===== config.mk =====
export PLATFORM = sky130hd
export DESIGN_NAME = dual_rx_merge
export DESIGN_NICKNAME = d
export VERILOG_FILES = /design/src/rtl/uart_merge_pkg.sv /design/src/rtl/rx_ctrl.sv /design/src/rtl/rx_datapath.sv /design/src/rtl/merge_unit.sv /design/src/rtl/dual_rx_merge.sv
export SDC_FILE = /design/constraint.sdc
export NUM_CORES = 1
export LEC_CHECK = 0
export BUFFER_PORTS_ARGS = -buffer_cell sky130_fd_sc_hd__buf_2
export CORE_UTILIZATION = 60
export DETAILED_ROUTE_END_ITERATION = 10
export GPL_TIMING_DRIVEN = 0
export PLACE_DENSITY_LB_ADDON = 0.1
export SYNTH_ARGS = -nofsm -noshare
export SYNTH_HDL_FRONTEND = slang
export SYNTH_SLANG_ARGS = --single-unit

===== constraint.sdc =====
create_clock -name clk -period 2.4 [get_ports clk]
set_clock_uncertainty 0.2 [all_clocks]
set_input_delay 0.12 -clock clk [delete_from_list [all_inputs] [get_ports clk]]
set_output_delay 0.12 -clock clk [all_outputs]
set_load 0.02 [all_outputs]

===== src/rtl/uart_merge_pkg.sv =====
package uart_merge_pkg;
  typedef struct packed {
    logic shiftEn;  // sample current line level into the shift register
    logic deliver;  // stop bit good: publish the byte
    logic badStop;  // stop bit low: flag framing error
  } rxStrobe_t;

  typedef enum logic [2:0] {
    RX_IDLE,
    RX_START,
    RX_DATA,
    RX_STOP,
    RX_BREAK
  } rxState_t;
endpackage


===== src/rtl/rx_ctrl.sv =====
module rx_ctrl
  import uart_merge_pkg::*;
#(
  parameter int CLKS_PER_TICK = 4,
  parameter int OVERSAMPLE    = 16,
  parameter int DATA_BITS     = 8
) (
  input  logic      clk,
  input  logic      rst,
  input  logic      rxLine,
  output rxStrobe_t strobes
);
  localparam int DIV_W = (CLKS_PER_TICK > 1) ? $clog2(CLKS_PER_TICK) : 1;
  localparam int S_W   = $clog2(OVERSAMPLE);
  localparam int B_W   = (DATA_BITS > 1) ? $clog2(DATA_BITS) : 1;
  localparam logic [DIV_W-1:0] DIV_LAST = DIV_W'(CLKS_PER_TICK - 1);
  localparam logic [S_W-1:0]   S_HALF   = S_W'(OVERSAMPLE / 2 - 1);
  localparam logic [S_W-1:0]   S_LAST   = S_W'(OVERSAMPLE - 1);
  localparam logic [B_W-1:0]   B_LAST   = B_W'(DATA_BITS - 1);

  rxState_t         state;
  logic [DIV_W-1:0] divCnt;
  logic [S_W-1:0]   sCnt;
  logic [B_W-1:0]   bitCnt;
  logic             tick;
  logic             atEnd;

  assign tick  = (divCnt == DIV_LAST);
  assign atEnd = tick && (sCnt == S_LAST);

  always_ff @(posedge clk) begin
    if (rst) begin
      state  <= RX_IDLE;
      divCnt <= '0;
      sCnt   <= '0;
      bitCnt <= '0;
    end else begin
      if (state == RX_IDLE || state == RX_BREAK) divCnt <= '0;
      else divCnt <= tick ? '0 : divCnt + 1'b1;

      case (state)
        RX_IDLE: begin
          sCnt   <= '0;
          bitCnt <= '0;
          if (!rxLine) state <= RX_START;
        end
        RX_START: if (tick) begin
          if (sCnt == S_HALF) begin
            sCnt  <= '0;
            state <= rxLine ? RX_IDLE : RX_DATA;
          end else sCnt <= sCnt + 1'b1;
        end
        RX_DATA: if (tick) begin
          if (sCnt == S_LAST) begin
            sCnt   <= '0;
            bitCnt <= bitCnt + 1'b1;
            if (bitCnt == B_LAST) state <= RX_STOP;
          end else sCnt <= sCnt + 1'b1;
        end
        RX_STOP: if (tick) begin
          if (sCnt == S_LAST) begin
            sCnt  <= '0;
            state <= rxLine ? RX_IDLE : RX_BREAK;
          end else sCnt <= sCnt + 1'b1;
        end
        RX_BREAK: if (rxLine) state <= RX_IDLE;
        default: state <= RX_IDLE;
      endcase
    end
  end

  always_comb begin
    strobes.shiftEn = (state == RX_DATA) && atEnd;
    strobes.deliver = (state == RX_STOP) && atEnd && rxLine;
    strobes.badStop = (state == RX_STOP) && atEnd && !rxLine;
  end

  // a low stop bit parks the receiver until the line is released
  assert_break_wait_R7: assert property (@(posedge clk) disable iff (rst)
    (state == RX_BREAK && !rxLine) |=> (state == RX_BREAK));

  // the start check leaves for IDLE whenever the line is high at mid-bit
  assert_false_start_R6: assert property (@(posedge clk) disable iff (rst)
    (state == RX_START && tick && sCnt == S_HALF && rxLine) |=> (state == RX_IDLE));
endmodule


===== src/rtl/rx_datapath.sv =====
module rx_datapath
  import uart_merge_pkg::*;
#(
  parameter int DATA_BITS = 8
) (
  input  logic                 clk,
  input  logic                 rst,
  input  logic                 rxPin,
  input  rxStrobe_t            strobes,
  output logic                 rxLine,
  output logic [DATA_BITS-1:0] dataOut,
  output logic                 validOut,
  output logic                 frameErr
);
  logic                 syncA;
  logic                 syncB;
  logic [DATA_BITS-1:0] shReg;

  assign rxLine = syncB;

  always_ff @(posedge clk) begin
    if (rst) begin
      syncA    <= 1'b1;
      syncB    <= 1'b1;
      shReg    <= '0;
      dataOut  <= '0;
      validOut <= 1'b0;
      frameErr <= 1'b0;
    end else begin
      syncA    <= rxPin;
      syncB    <= syncA;
      if (strobes.shiftEn) shReg <= {syncB, shReg[DATA_BITS-1:1]};
      if (strobes.deliver) dataOut <= shReg;
      validOut <= strobes.deliver;
      frameErr <= strobes.badStop;
    end
  end

  // completion pulse is a single clock wide
  assert_valid_single_R2: assert property (@(posedge clk) disable iff (rst)
    validOut |=> !validOut);

  // a character is either delivered or flagged, never both
  assert_err_excl_R7: assert property (@(posedge clk) disable iff (rst)
    !(validOut && frameErr));
endmodule


===== src/rtl/merge_unit.sv =====
module merge_unit #(
  parameter int DATA_BITS = 8
) (
  input  logic                 clk,
  input  logic                 rst,
  input  logic                 hostValid,
  input  logic [DATA_BITS-1:0] hostByte,
  input  logic                 dbgValid,
  input  logic [DATA_BITS-1:0] dbgByte,
  output logic [DATA_BITS-1:0] outByte,
  output logic                 outValid,
  output logic                 srcId,
  output logic                 collision
);
  logic anyValid;
  assign anyValid = hostValid | dbgValid;

  always_ff @(posedge clk) begin
    if (rst) begin
      outByte   <= '0;
      outValid  <= 1'b0;
      srcId     <= 1'b0;
      collision <= 1'b0;
    end else begin
      outValid  <= anyValid;
      collision <= hostValid & dbgValid;
      if (anyValid) begin
        outByte <= hostValid ? hostByte : dbgByte;
        srcId   <= ~hostValid;
      end
    end
  end

  // collision only accompanies a delivered byte
  assert_collision_valid_R5: assert property (@(posedge clk) disable iff (rst)
    collision |-> (outValid && !srcId));

  // a lone debug character is routed with srcId 1
  assert_debug_route_R4: assert property (@(posedge clk) disable iff (rst)
    (dbgValid && !hostValid) |=> (outValid && srcId && outByte == $past(dbgByte)));

  // source flag holds between deliveries
  assert_src_hold_R4: assert property (@(posedge clk) disable iff (rst)
    !outValid |-> $stable(srcId));
endmodule


===== src/rtl/dual_rx_merge.sv =====
module dual_rx_merge
  import uart_merge_pkg::*;
#(
  parameter int CLKS_PER_TICK = 4,
  parameter int OVERSAMPLE    = 16,
  parameter int DATA_BITS     = 8
) (
  input  logic                 clk,
  input  logic                 rst,
  input  logic                 rxHost,
  input  logic                 rxDebug,
  output logic [DATA_BITS-1:0] outByte,
  output logic                 outValid,
  output logic                 srcId,
  output logic                 collision,
  output logic [1:0]           frameErr
);
  localparam int N_CH = 2;

  logic [N_CH-1:0]      rxPins;
  logic [N_CH-1:0]      chLine;
  logic [N_CH-1:0]      chValid;
  logic [DATA_BITS-1:0] chByte [N_CH];
  rxStrobe_t            chStrobe [N_CH];

  assign rxPins = {rxDebug, rxHost};

  for (genvar g = 0; g < N_CH; g++) begin : gen_ch
    rx_ctrl #(
      .CLKS_PER_TICK(CLKS_PER_TICK),
      .OVERSAMPLE   (OVERSAMPLE),
      .DATA_BITS    (DATA_BITS)
    ) u_ctrl (
      .clk    (clk),
      .rst    (rst),
      .rxLine (chLine[g]),
      .strobes(chStrobe[g])
    );

    rx_datapath #(
      .DATA_BITS(DATA_BITS)
    ) u_dp (
      .clk     (clk),
      .rst     (rst),
      .rxPin   (rxPins[g]),
      .strobes (chStrobe[g]),
      .rxLine  (chLine[g]),
      .dataOut (chByte[g]),
      .validOut(chValid[g]),
      .frameErr(frameErr[g])
    );
  end

  merge_unit #(
    .DATA_BITS(DATA_BITS)
  ) u_merge (
    .clk      (clk),
    .rst      (rst),
    .hostValid(chValid[0]),
    .hostByte (chByte[0]),
    .dbgValid (chValid[1]),
    .dbgByte  (chByte[1]),
    .outByte  (outByte),
    .outValid (outValid),
    .srcId    (srcId),
    .collision(collision)
  );
endmodule


# Word level (Yosys, flattened, before mapping)

Index checks and enable logic that the tools add are counted.

Word-level logic and storage cells: 140
Bits of input ports: 4
Flip-flop bits (word level): 75
Output and inout bits: 13

Add/sub/neg operators: 6
Reductions and logical operators: 30
Muxes and demuxes: 41
Eq/ne operators: 36
Bitwise logic cells: 3

Operator list:

| cell                                                                  | count |
|---|---|
| 3-bit 2-to-1 mux                                                      | 24 |
| 2-bit by 1-bit != test with 1-bit output, second input constant       | 18 |
| 4-bit 2-to-1 mux                                                      | 8 |
| 3-bit one-hot mux with 5 select lines                                 | 2 |
| 4-bit one-hot mux with 3 select lines                                 | 2 |
| 9-bit AND reduction                                                   | 2 |
| 3-bit by 2-bit equality test with 1-bit output, second input constant | 4 |
| 3-bit equality test, second input constant                            | 4 |
| 3-bit one-hot mux with 2 select lines                                 | 2 |
| 3-bit AND reduction                                                   | 4 |
| 1-bit logical AND                                                     | 10 |
| 4-bit by 1-bit adder with 4-bit output, second input constant         | 2 |
| 4-bit by 3-bit equality test with 1-bit output, second input constant | 2 |
| 4-bit equality test, second input constant                            | 2 |
| 8-bit 2-to-1 mux                                                      | 1 |
| 3-bit by 1-bit adder with 3-bit output, second input constant         | 2 |
| 3-bit by 1-bit equality test with 1-bit output, second input constant | 2 |
| 3-bit logical NOT                                                     | 2 |
| 3-bit nonzero test                                                    | 2 |
| 3-bit OR reduction                                                    | 2 |
| 2-bit by 1-bit adder with 2-bit output, second input constant         | 2 |
| 2-bit equality test, second input constant                            | 2 |
| 2-bit 2-to-1 mux                                                      | 2 |
| 2-bit != test, second input constant                                  | 2 |
| 7 further kinds                                                       | 11 |

# Logic depth before layout (Yosys ltp)

Depth after elaboration: 5
Depth in mapped cells: 6
Depth with buffers taken out: 4

# Cells and area by module

From an unflattened synthesis, not the netlist that was laid out.

Cell total of the unflattened synthesis: 330
Area, all modules: 3214.3 um^2

By module, submodules not included:

| module                     | sequential area each (um^2) | area each (um^2) | instances | cells each |
|---|---|---|---|---|
| rx_datapath                | 400.4                       | 678.2            | 2         | 60 |
| rx_ctrl (gen_ch[1].u_ctrl) | 240.2                       | 721.9            | 1         | 87 |
| rx_ctrl (gen_ch[0].u_ctrl) | 240.2                       | 679.4            | 1         | 78 |
| merge_unit                 | 220.2                       | 456.7            | 1         | 45 |

# Least setup slack after synthesis

No wires, ideal clock.

Kind: register -> register
From: register gen_ch[1].u_ctrl.divCnt[0]
To: register gen_ch[1].u_dp.validOut
Clock period less this slack: 1680 ps
Path slack: 720 ps
Setup time: 114 ps
Arrival: 1366 ps
Buffers on the path: 2
Cell stages (with the launch flop): 7
Data required time: 2086 ps
Cells stage by stage: dfxtp_1 > ha_1 > and4_1 > buf_4 > and4_4 > buf_8 > and2b_1

Longest elaborated chain between the ends: 4

RTL lines:

| element                        | RTL line          | source |
|---|---|---|
| start, declared                | rx_ctrl.sv:22     | `logic [DIV_W-1:0] divCnt;` |
| start signal, assigned         | rx_ctrl.sv:39     | `else divCnt <= tick ? '0 : divCnt + 1'b1;` |
| 2-bit equality test            | rx_ctrl.sv:28     | `assign tick = (divCnt == DIV_LAST);` |
| 1-bit logical AND              | rx_ctrl.sv:29     | `assign atEnd = tick && (sCnt == S_LAST);` |
| 1-bit logical AND (2 in a row) | rx_ctrl.sv:74     | `strobes.deliver = (state == RX_STOP) && atEnd && rxLine;` |
| end signal, assigned           | rx_datapath.sv:34 | `validOut <= strobes.deliver;` |
| end, declared                  | rx_datapath.sv:12 | `output logic validOut,` |

Every way passes these cells.
A chain may end at the register's enable or synchronous reset.

# Worst setup path in the final report

From: register gen_ch[1].u_ctrl.divCnt[0]
To: register gen_ch[1].u_dp.dataOut[6]

Longest elaborated chain between the ends: 4

RTL lines:

| element                        | RTL line          | source |
|---|---|---|
| 2-bit equality test            | rx_ctrl.sv:28     |  |
| 1-bit logical AND              | rx_ctrl.sv:29     |  |
| 1-bit logical AND (2 in a row) | rx_ctrl.sv:74     |  |
| end signal, assigned           | rx_datapath.sv:33 | `if (strobes.deliver) dataOut <= shReg;` |
| end, declared                  | rx_datapath.sv:11 | `output logic [DATA_BITS-1:0] dataOut,` |

Every way passes these cells.

==> impl_results.md <==
- Combinational group share of total power: roughly 3%
- Dpl hpwl: 4420 µm
- Total GRT Usage: 25.6%
- NumNets Final: 376
- CTS sink cnt: between 70 and 80
- Unique masters post-synth: 49
- DR iter-0 viols: 111
- Fin crit period: 1.89 ns
- Root buf cell: clkbuf_8
- TritonCTS clock tree: done
- Slew headroom: between 50% and 60%
- Syn Area/Cell: 9.78 µm²
- Largest net degree at the start of global routing: 14
- Layout overhead on the synthesized area: 13.0%
- Most common cell after layout, fill and taps aside: dfxtp_1
- FFs w/ async S/R, synth: 0%
- Total power: 2.41 mW
- H-tree levels: 3
- Max-Cap Viols: 0
- Clk buf depth: 2
- Crit path kind: register to register
- Synthesized cell area: 3270 µm²
- Pwr dens: ~650 nW/µm²
- Antenna violations before repair: 0
- WL/cell: 15.0 µm
- Dpl ws: 0.524 ns
- Sequential area share after synthesis: 46.0%
- Internal power: 1.90 mW
- Cell count after synthesis: 334
- Clock transition at the registers of the reported paths: 0.08 ns
- PortBufs: 16
- Vias in the first global route: 2255
- Wire length after detailed routing: 6590 µm
- Number of synthesized flops with an enable pin: 0
- Worst path arrival time: 1.97 ns
- Layout cell share with drive strength beyond 1: 16.8%
- Clk pwr share: 45.0%
- DRT Pass-1 Iters: 4
- Hold Vio Cnt, Final: 0
- GPL Wtd Cong: between 0.7 and 0.8
- Clock latency on the worst-skew pair: 0.35 ns
- Leading cell types in the layout, fill and taps excluded: dfxtp_1, mux2i_1, nand2b_1, buf_2, o21ai_0
- Die Width: approximately 76 µm
- Sw frac: 21.2%
- Worst-path fanout max: 9
- Die area: 5740 µm²
- Io pins: 17
- Global-route wire length before repair: about 11000 µm
- Sw power: 0.511 mW
- Residual DRC: 0
- Die H: 75.8 µm
- Starting Density: 63.1%
- CTS Buf Count: 9
- Period utilization: between 70% and 80%
- Critical Path End Type: register
- Via count: 2489
- Via density: 5.67
- Leak: 1.47 nW
- Core area: 5170 µm²
- Synth Net Count: ~350
- Status: completed
- RSZ-0062 raised after global routing: no
- Num rows: 26
- Max-slew violations: 0
- Crit start category: register
- Final TNS setup: 0 ns
- Peak Freq: 529 MHz
- Ys Warns: 0
- Seq pwr share: 52.0%
- Worst-case hold slack: roughly 0.21 ns
- Post-CTS sizing: 0
- Required time worst endpoint: between 2 and 2.5 ns
- Worst Hold Class: register to register
- Total grt overflow: 0
- #FFs+latches synth: 75
- Post-DRT Antenna Nets: 0
- Layout Utilization: 71.4%
- Peak VDD IR: 0.619 mV
- Fillers: 400
- Worst-Margin Slew: 0.709 ns
- # setup viols final: 0
- Prevailing post-synth register cell: dfxtp_1
- Ant diodes: 0
- Setup ws final: around 0.5 ns
==> layout make-up <==
type                            instances  area, µm²  area share, %
Sequential cell                        75       1500           40.7
Inverter                                3       11.3          0.305
Tap cell                               70       87.6           2.37
Clock buffer                           11        141           3.83
Multi-Input combinational cell        229       1620           43.9
Buffer                                 27        133           3.59
Clock inverter                          5       86.3           2.34
Timing Repair Buffer                   19        110           2.98
==> worst max-delay path, cell delays in order, from the launching register on <==
cell and delay [ns]:
dfxtp_1 0.34, ha_1 0.31, and4_1 0.24, buf_4 0.16, and4_4 0.23, buf_8 0.14, mux2i_1 0.20
==> Yosys cell counts, types with 4 or more instances <==
cell type | n | share of area, %
o21ai_0 | 23 | 3.5
ha_1 | 8 | 3.1
nor2_1 | 21 | 2.4
nand4_1 | 6 | 1.1
dfxtp_1 | 75 | 46
nand3_1 | 16 | 2.5
a21oi_1 | 13 | 2.0
nand2_1 | 4 | 0.46
or2_2 | 5 | 0.96
nor2b_1 | 7 | 1.3
mux2_2 | 9 | 3.1
buf_2 | 7 | 1.1
nor3_1 | 6 | 0.92
a31oi_1 | 5 | 0.96
clkbuf_1 | 14 | 1.6
and4_1 | 4 | 1.1
nand2b_1 | 28 | 5.4
mux2i_1 | 34 | 10
==> cell families after synthesis <==
family	count (synthesis)	share of synthesized area, %
mux	43	13.5
compound gates	58	11.0
buf+inv	30	4.41
fa+ha+maj	8	3.07
flops	75	46.0
xor+xnor	2	0.536
simple gates	118	21.5
==> what timing repair did <==
item,CTS,global route
endpoints found under the hold margin,4,0
setup buffers,0,0
hold buffers,3,0
==> state kept, by name, indices dropped and copies added, names as in the netlist <==
register              count
gen_ch.u_ctrl.divCnt      4
gen_ch.u_ctrl.state       6
gen_ch.u_dp.rxLine        2
gen_ch.u_ctrl.sCnt        8
gen_ch.u_dp.validOut      2
gen_ch.u_dp.shReg        16
u_merge.srcId             1
u_merge.collision         1
gen_ch.u_dp.frameErr      2
gen_ch.u_dp.syncA         2
u_merge.outValid          1
gen_ch.u_dp.dataOut      16
u_merge.outByte           8
gen_ch.u_ctrl.bitCnt      6
==> power by group through the flow <==
stage	clock, mW	combinational, mW	sequential, mW
2_1_floorplan	0	0.0468	1.28
4_1_cts	1.10	0.0703	1.25
5_1_grt	1.15	0.0787	1.25
3_3_place_gp	0	0.0655	1.28
3_5_place_dp	0	0.0664	1.28
6_report	1.08	0.0714	1.25
==> layer usage <==
metal / GRT usage [%] / up-vias / wire length (µm)
met5: 0 / - / 0
met4: 8.64 / 0 / 124
met3: 7.80 / 12 / 193
met2: 41.1 / 28 / 2960
met1: 32.7 / 1189 / 3310
li1: - / 1260 / -
==> per-stage QoR <==
step	area, µm²	instances
floorplan	3270	334
finish	3690	439
global route	3690	439
global placement	3430	420
detailed placement	3430	420
CTS	3690	439
==> final timing paths <==
path / cells past startpoint / slack (ns) / to / startpoint
max: 6 / 0.51 / gen_ch[1].u_dp.dataOut[6] / gen_ch[1].u_ctrl.divCnt[0]
min: 1 / 0.21 / gen_ch[0].u_dp.rxLine / gen_ch[0].u_dp.syncA
max reg2reg: 6 / 0.51 / gen_ch[1].u_dp.dataOut[6] / gen_ch[1].u_ctrl.divCnt[0]
min reg2reg: 1 / 0.21 / gen_ch[0].u_dp.rxLine / gen_ch[0].u_dp.syncA
No activity file was read; power rests on OpenSTA's default activity.
